## src/rtl/mseq_pkg.sv

```systemverilog
package mseq_pkg;
    localparam int unsigned SEQ_STEPS_DEF = 4;
    localparam int unsigned PH_IDLE       = 0;
    localparam int unsigned PH_LD_MCAND   = 1;
    localparam int unsigned PH_LD_MPLIER  = 2;
    localparam int unsigned PH_FIRST_STEP = 3;
endpackage

```

## src/rtl/mseq_next.sv

```systemverilog
module mseq_next
    import mseq_pkg::*;
#(
    parameter int unsigned SW   = 3,
    parameter int unsigned LAST = 7
) (
    input  logic [SW-1:0] cur,
    input  logic          ready,
    output logic [SW-1:0] nxt
);
    localparam logic [SW-1:0] C_IDLE  = SW'(PH_IDLE);
    localparam logic [SW-1:0] C_START = SW'(PH_LD_MCAND);
    localparam logic [SW-1:0] C_LAST  = SW'(LAST);

    logic legal;

    generate
        if ((2 ** SW) > (LAST + 1)) begin : g_sparse
            assign legal = (cur <= C_LAST);
        end else begin : g_dense
            assign legal = 1'b1;
        end
    endgenerate

    always_comb begin
        if (!legal) begin
            nxt = C_IDLE;
        end else if (cur == C_IDLE) begin
            nxt = ready ? C_START : C_IDLE;
        end else if (cur == C_LAST) begin
            nxt = ready ? C_START : C_LAST;
        end else begin
            nxt = cur + SW'(1);
        end
    end
endmodule

```

## src/rtl/mseq_decode.sv

```systemverilog
module mseq_decode
    import mseq_pkg::*;
#(
    parameter int unsigned SW   = 3,
    parameter int unsigned LAST = 7
) (
    input  logic [SW-1:0] code,
    output logic          load,
    output logic          fin
);
    always_comb begin
        load = (code == SW'(PH_LD_MCAND));
        fin  = (code == SW'(LAST));
    end
endmodule

```

## src/rtl/mseq_ctrl.sv

```systemverilog
module mseq_ctrl
    import mseq_pkg::*;
#(
    parameter int unsigned STEPS = SEQ_STEPS_DEF,
    localparam int unsigned NST  = STEPS + 4,
    localparam int unsigned LAST = NST - 1,
    localparam int unsigned SW   = $clog2(NST)
) (
    input  logic          clk,
    input  logic          rst,
    input  logic          ready,
    output logic [SW-1:0] state_code,
    output logic          mcand_load,
    output logic          done
);
    typedef struct packed {
        logic [SW-1:0] code;
        logic          load;
        logic          fin;
    } ctrl_t;

    ctrl_t         ctrl_d, ctrl_q;
    logic [SW-1:0] code_nxt, code_sel;
    logic          load_nxt, fin_nxt;

    mseq_next #(.SW(SW), .LAST(LAST)) i_next (
        .cur   (ctrl_q.code),
        .ready (ready),
        .nxt   (code_nxt)
    );

    assign code_sel = rst ? SW'(PH_IDLE) : code_nxt;

    mseq_decode #(.SW(SW), .LAST(LAST)) i_decode (
        .code (code_sel),
        .load (load_nxt),
        .fin  (fin_nxt)
    );

    always_comb begin
        ctrl_d      = ctrl_q;
        ctrl_d.code = code_sel;
        ctrl_d.load = load_nxt;
        ctrl_d.fin  = fin_nxt;
    end

    always_ff @(posedge clk) begin
        ctrl_q <= ctrl_d;
    end

    assign state_code = ctrl_q.code;
    assign mcand_load = ctrl_q.load;
    assign done       = ctrl_q.fin;


    p_reset_clears_r1: assert property (@(posedge clk)
        rst |=> (state_code == '0 && !mcand_load && !done));


    p_idle_wait_r2: assert property (@(posedge clk) disable iff (rst)
        (state_code == SW'(PH_IDLE)) |=>
        (state_code == ($past(ready) ? SW'(PH_LD_MCAND) : SW'(PH_IDLE))));


    p_load_pulse_r3: assert property (@(posedge clk) disable iff (rst)
        mcand_load |=> !mcand_load);
    p_load_state_r3: assert property (@(posedge clk) disable iff (rst)
        mcand_load |-> (state_code == SW'(PH_LD_MCAND)));


    p_mcand_adv_r4: assert property (@(posedge clk) disable iff (rst)
        (state_code == SW'(PH_LD_MCAND)) |=> (state_code == SW'(PH_LD_MPLIER)));


    p_mplier_adv_r5: assert property (@(posedge clk) disable iff (rst)
        (state_code == SW'(PH_LD_MPLIER)) |=> (state_code == SW'(PH_FIRST_STEP)));


    p_step_adv_r6: assert property (@(posedge clk) disable iff (rst)
        (state_code >= SW'(PH_FIRST_STEP) && state_code < SW'(LAST)) |=>
        (state_code == $past(state_code) + SW'(1)));


    p_done_state_r7: assert property (@(posedge clk) disable iff (rst)
        done |-> (state_code == SW'(LAST)));
    p_flags_excl_r7: assert property (@(posedge clk) disable iff (rst)
        $onehot0({mcand_load, done}));


    p_done_hold_r8: assert property (@(posedge clk) disable iff (rst)
        (state_code == SW'(LAST) && !ready) |=> (state_code == SW'(LAST)));
    p_done_restart_r8: assert property (@(posedge clk) disable iff (rst)
        (state_code == SW'(LAST) && ready) |=> (state_code == SW'(PH_LD_MCAND)));
endmodule

```

## config.mk

```make
export PLATFORM = sky130hd
export DESIGN_NAME = mseq_ctrl
export DESIGN_NICKNAME = d
export VERILOG_FILES = /design/src/rtl/mseq_pkg.sv /design/src/rtl/mseq_next.sv /design/src/rtl/mseq_decode.sv /design/src/rtl/mseq_ctrl.sv
export SDC_FILE = /design/constraint.sdc
export NUM_CORES = 1
export LEC_CHECK = 0
export BUFFER_PORTS_ARGS = -buffer_cell sky130_fd_sc_hd__buf_2
export CORE_AREA = 4 4 41 43
export CTS_CLUSTER_SIZE = 30
export DETAILED_ROUTE_END_ITERATION = 10
export DIE_AREA = 0 0 45 47
export GPL_TIMING_DRIVEN = 0
export SYNTH_ARGS = -nofsm -noshare
export SYNTH_HDL_FRONTEND = slang
export SYNTH_SLANG_ARGS = --single-unit
```

## constraint.sdc

```tcl
create_clock -name clk -period 3.35 [get_ports clk]
set_input_delay 0.1675 -clock clk [delete_from_list [all_inputs] [get_ports clk]]
set_output_delay 0.1675 -clock clk [all_outputs]
set_load 0.02 [all_outputs]
```

==> After elaboration in Yosys (flattened, before gate mapping) <==
Cells that the tools add are included.
Widths: inputs -> output; s select.
{ "totals": {"elab_cells": 13, "ff_bits": 5, "in_bits": 3, "output_inout_bits": 5} }
{ "classes": {"eq_ne": 3, "n_addsub": 1, "muxes": 5, "reduce_logical": 1} }
{ "ops": {"columns": ["cell", "count"], "rows": [
  ["$mux 3", 4],
  ["$eq 3x3->1 const B", 2],
  ["$add 3x1->3 const B", 1],
  ["$eq 3x1->1 const B", 1],
  ["$logic_not 3->1", 1],
  ["$mux 1", 1]
]} }

==> Longest topological paths before layout <==
{ "logic_depth": {"ltp_word": 5, "depth_mapped": 5, "ltp_nobuf": 5} }

==> Hierarchy <==
A second synthesis with hierarchy kept.
{ "hier_totals": {"cells_unflattened": 23, "area_unflattened_um2": 254.0} }
{ "by_module_without_submodules": {"columns": ["module", "area_per_inst_um2", "n_inst", "cells_per_inst"], "rows": [
  ["mseq_ctrl", 118.9, 1, 8],
  ["mseq_next", 116.4, 1, 13],
  ["mseq_decode", 18.8, 1, 2]
]} }

==> Least setup slack after synthesis <==
No wires, ideal clock.
{ "synth_timing": {"path_type": "register to register", "startpoint": "register ctrl_q, in the netlist state_code[0]", "endpoint": "register ctrl_q, in the netlist mcand_load", "arrival_ns": 1.271, "path_stages_with_launch": 5, "period_less_slack_ns": 1.401, "setup_time_ns": 0.130, "setup_slack_ns": 1.949, "cell_sequence": "dfxtp_1 ha_1 ha_1 a2111oi_0 nor3_1"} }
{ "synth_between": {"elab_chain_len": 5, "word_cells_on_any_way": 7, "classes_between": "1 x add/sub; 2 x eq/ne; 3 x mux; 1 x reduce/logical"} }
{ "synth_lines": {"columns": ["element", "line_no", "text"], "rows": [
  ["from (decl)", "mseq_ctrl.sv:22", "ctrl_t ctrl_d, ctrl_q;"],
  ["from (signal assigned)", "mseq_ctrl.sv:48", "ctrl_q <= ctrl_d;"],
  ["$add 3x1->3 / $eq 3x3->1 (equally long branches)", "mseq_next.sv:33, mseq_next.sv:30", null],
  ["$mux 3", "mseq_next.sv:30", "end else if (cur == C_LAST) begin"],
  ["$mux 3 (*)", "mseq_next.sv:28", "end else if (cur == C_IDLE) begin"],
  ["$mux 3 (*)", "mseq_ctrl.sv:32", "assign code_sel = rst ? SW'(PH_IDLE) : code_nxt;"],
  ["$eq 3x1->1 (*)", "mseq_decode.sv:12", "load = (code == SW'(PH_LD_MCAND));"],
  ["named net i_decode.load", "mseq_decode.sv:8", "output logic load,"]
]} }
The timed path passes the listed nets; every way through them passes the cells marked *.

==> Final worst setup path <==
Ends and elaborated chain as after synthesis.

==> flow_summary.toml <==
[cts]
cts_sinks = 5
h-tree-depth = 1
cts_hold_buf = 0
post-cts-setup-buffers = 0
post_cts_resized = 0
clk_latency_ps = 240
cts_tree = "yes"
cts_buffers = 3
cts.reportedPaths.clkPinSlew_ps = 50
root_buffer = "clkbuf_4"
cts_buffer_depth = 2

[pwr]
leakagePower_uw = 0.000154
powerDensity_nw_per_um2 = 482
ir_drop_mv = 0.220

[sta]
fin_crit_ps = 1440
worst_slack_ps = 1910
slew_violations = 0
finalSetupViolCount = 0
max_freq_mhz = 695
worst_slew_pin_slew_ps = 368
hold_viol_final = 0
max_slew_margin_pct = 74.8
min_period_over_period_pct = 43.0
rsz0062_at_grt = "false"
fin_skew_ps = 3.15
fin_setup_tns_ps = 0

[logic_synthesis]
avgSynthCellArea_um2 = 10.2
netlist_area_um2 = 255
ys_warn_count = 0
synth-seq-cells = 5
synth_cells = 25
synth_cell_types = 13
synth_nets = 31
yosys.area.top_type_share_pct = 39.2
synth_area_leaders = "dfxtp_1 (39%), ha_1 (15%), nand2b_1 (7.4%)"
post-synth-top-area-cell = "dfxtp_1"
ys_seq_area_share_pct = 39.2

[setup_path]
worst_ep_arrival_time_ps = 1560
crit_family = "adder cells"
path_max_fanout = 7
crit_path_max_incr_delay_ps = 440
path_buf_inv = 0
worstSetupPathType = "reg -> reg"
end_kind = "flop"
cp_cell_sequence = "ha_1 -> ha_1 -> a2111oi_0 -> nor3_1"
crit_required_ps = 3470
cpMostUsedCell = "ha_1"
critical-path-slowest-cell = "a2111oi_0"
crit_path_start_kind = "flop"

[drt]
drcViolationCount = 0
routed_via_density = 4.18
postRouteAntennaNets = 0
drtPass1Iterations = 4
routedWlPerCell_um = 9.82
drt-total-wl_um = 501
vias = 213
drt-initial-drc-count = 1

[final_layout]
drive_gt1_share_pct = 33.3
areaGrowthSynthToFinish_pct = 31.4
final_cell_mix = "buf_2 (7), dfxtp_1 (5)"
multi_input_area_um2 = 144
nFillCells = 155
mostFrequentLayoutCell = "buf_2"
nNetsFinal = 43
seq_area_um2 = 100
insertedDiodeCount = 0

[floorplanning]
dieArea_um2 = 2120
io_pins = 8
start_util_pct = 19.6
die_y_um = 47
dieWidth_um = 45
row_count = 13
coreArea_um2 = 1300

[global_route]
grt_pass1_wl_um = 841
grt_pass1_vias = 211
grt_usage_pct = 6.25
overflow = 0
grt_max_degree = 8
antenna_found_initial = 0

[placement]
gp_congestion = 0.709
dp_slack_ps = 1920
port_buffers = 7

[status]
status = "complete, no violations"

[min_path]
hp-class = "in -> reg"

[job]
maxCapViolations = 0
## synthesized netlist by cell type (all sizes together)
master and count:
nor4b 1, inv 3, nor2b 1, nor3 2, ha 3, dfxtp 5
nand2b 3, mux2i 1, o21ai 1, a211oi 1, nor2 2, a2111oi 2
## per-stage QoR
stage               instance area, µm²  cells  hold slack (ps)  utilization (%)  total power (µW)
finish                             335     51              162             25.8               162
global route                       335     51              180             25.8               171
CTS                                335     51              159             25.8               164
detailed placement                 309     47              402             23.8              92.0
global placement                   309     47              405             23.8              91.9
floorplan                          255     25              239                -              83.9
## cells by family (layout without fill, tap and decap cells)
logic type,count (synthesis),count (layout),share of synthesized area (%)
simple gates,9,9,25.5
flops,5,5,39.2
compound gates,4,4,12.3
fa+ha+maj,3,3,14.7
buf+inv,3,14,4.41
mux,1,1,3.92
## path summary, 6_finish.rpt
check | start | endpoint | slack, ps | depth (start not counted)
worst max register to register | state_code[0] | mcand_load | 1910 | 4
worst max-delay path | state_code[0] | mcand_load | 1910 | 4
worst min register to register | state_code[2] | state_code[1] | 630 | 2
worst min-delay path | ready | state_code[2] | 160 | 2
## layout make-up
cell class / count / share of cell area, %
Sequential cell: 5 / 29.9
Tap cell: 15 / 5.60
Inverter: 3 / 3.36
Timing Repair Buffer: 7 / 10.4
Clock buffer: 4 / 7.84
Multi-Input combinational cell: 17 / 42.9
## where the power goes
part	internal [µW]	leakage [µW]	switching, µW
clock	45.1	0.0000150	26.1
combinational	10.5	0.0000977	15.2
sequential	62.9	0.0000409	1.92
## per-layer routing
| metal | wire length, µm | vias to the layer above | share of wire, % | global-route usage (%) |
|---|---|---|---|---|
| met3 | 64 | 4 | 13 | 6.13 |
| met1 | 214 | 92 | 43 | 5.69 |
| met2 | 211 | 8 | 42 | 9.04 |
| li1 | - | 109 | - | - |
| met5 | 0 | - | 0 | 0 |
| met4 | 10 | 0 | 2.0 | 3.51 |
## sequential cells by signal (all words and copies together) (netlist names)
register	flops
done	1
mcand_load	1
state_code	3
Note: power is estimated with default switching activity, not from simulation.
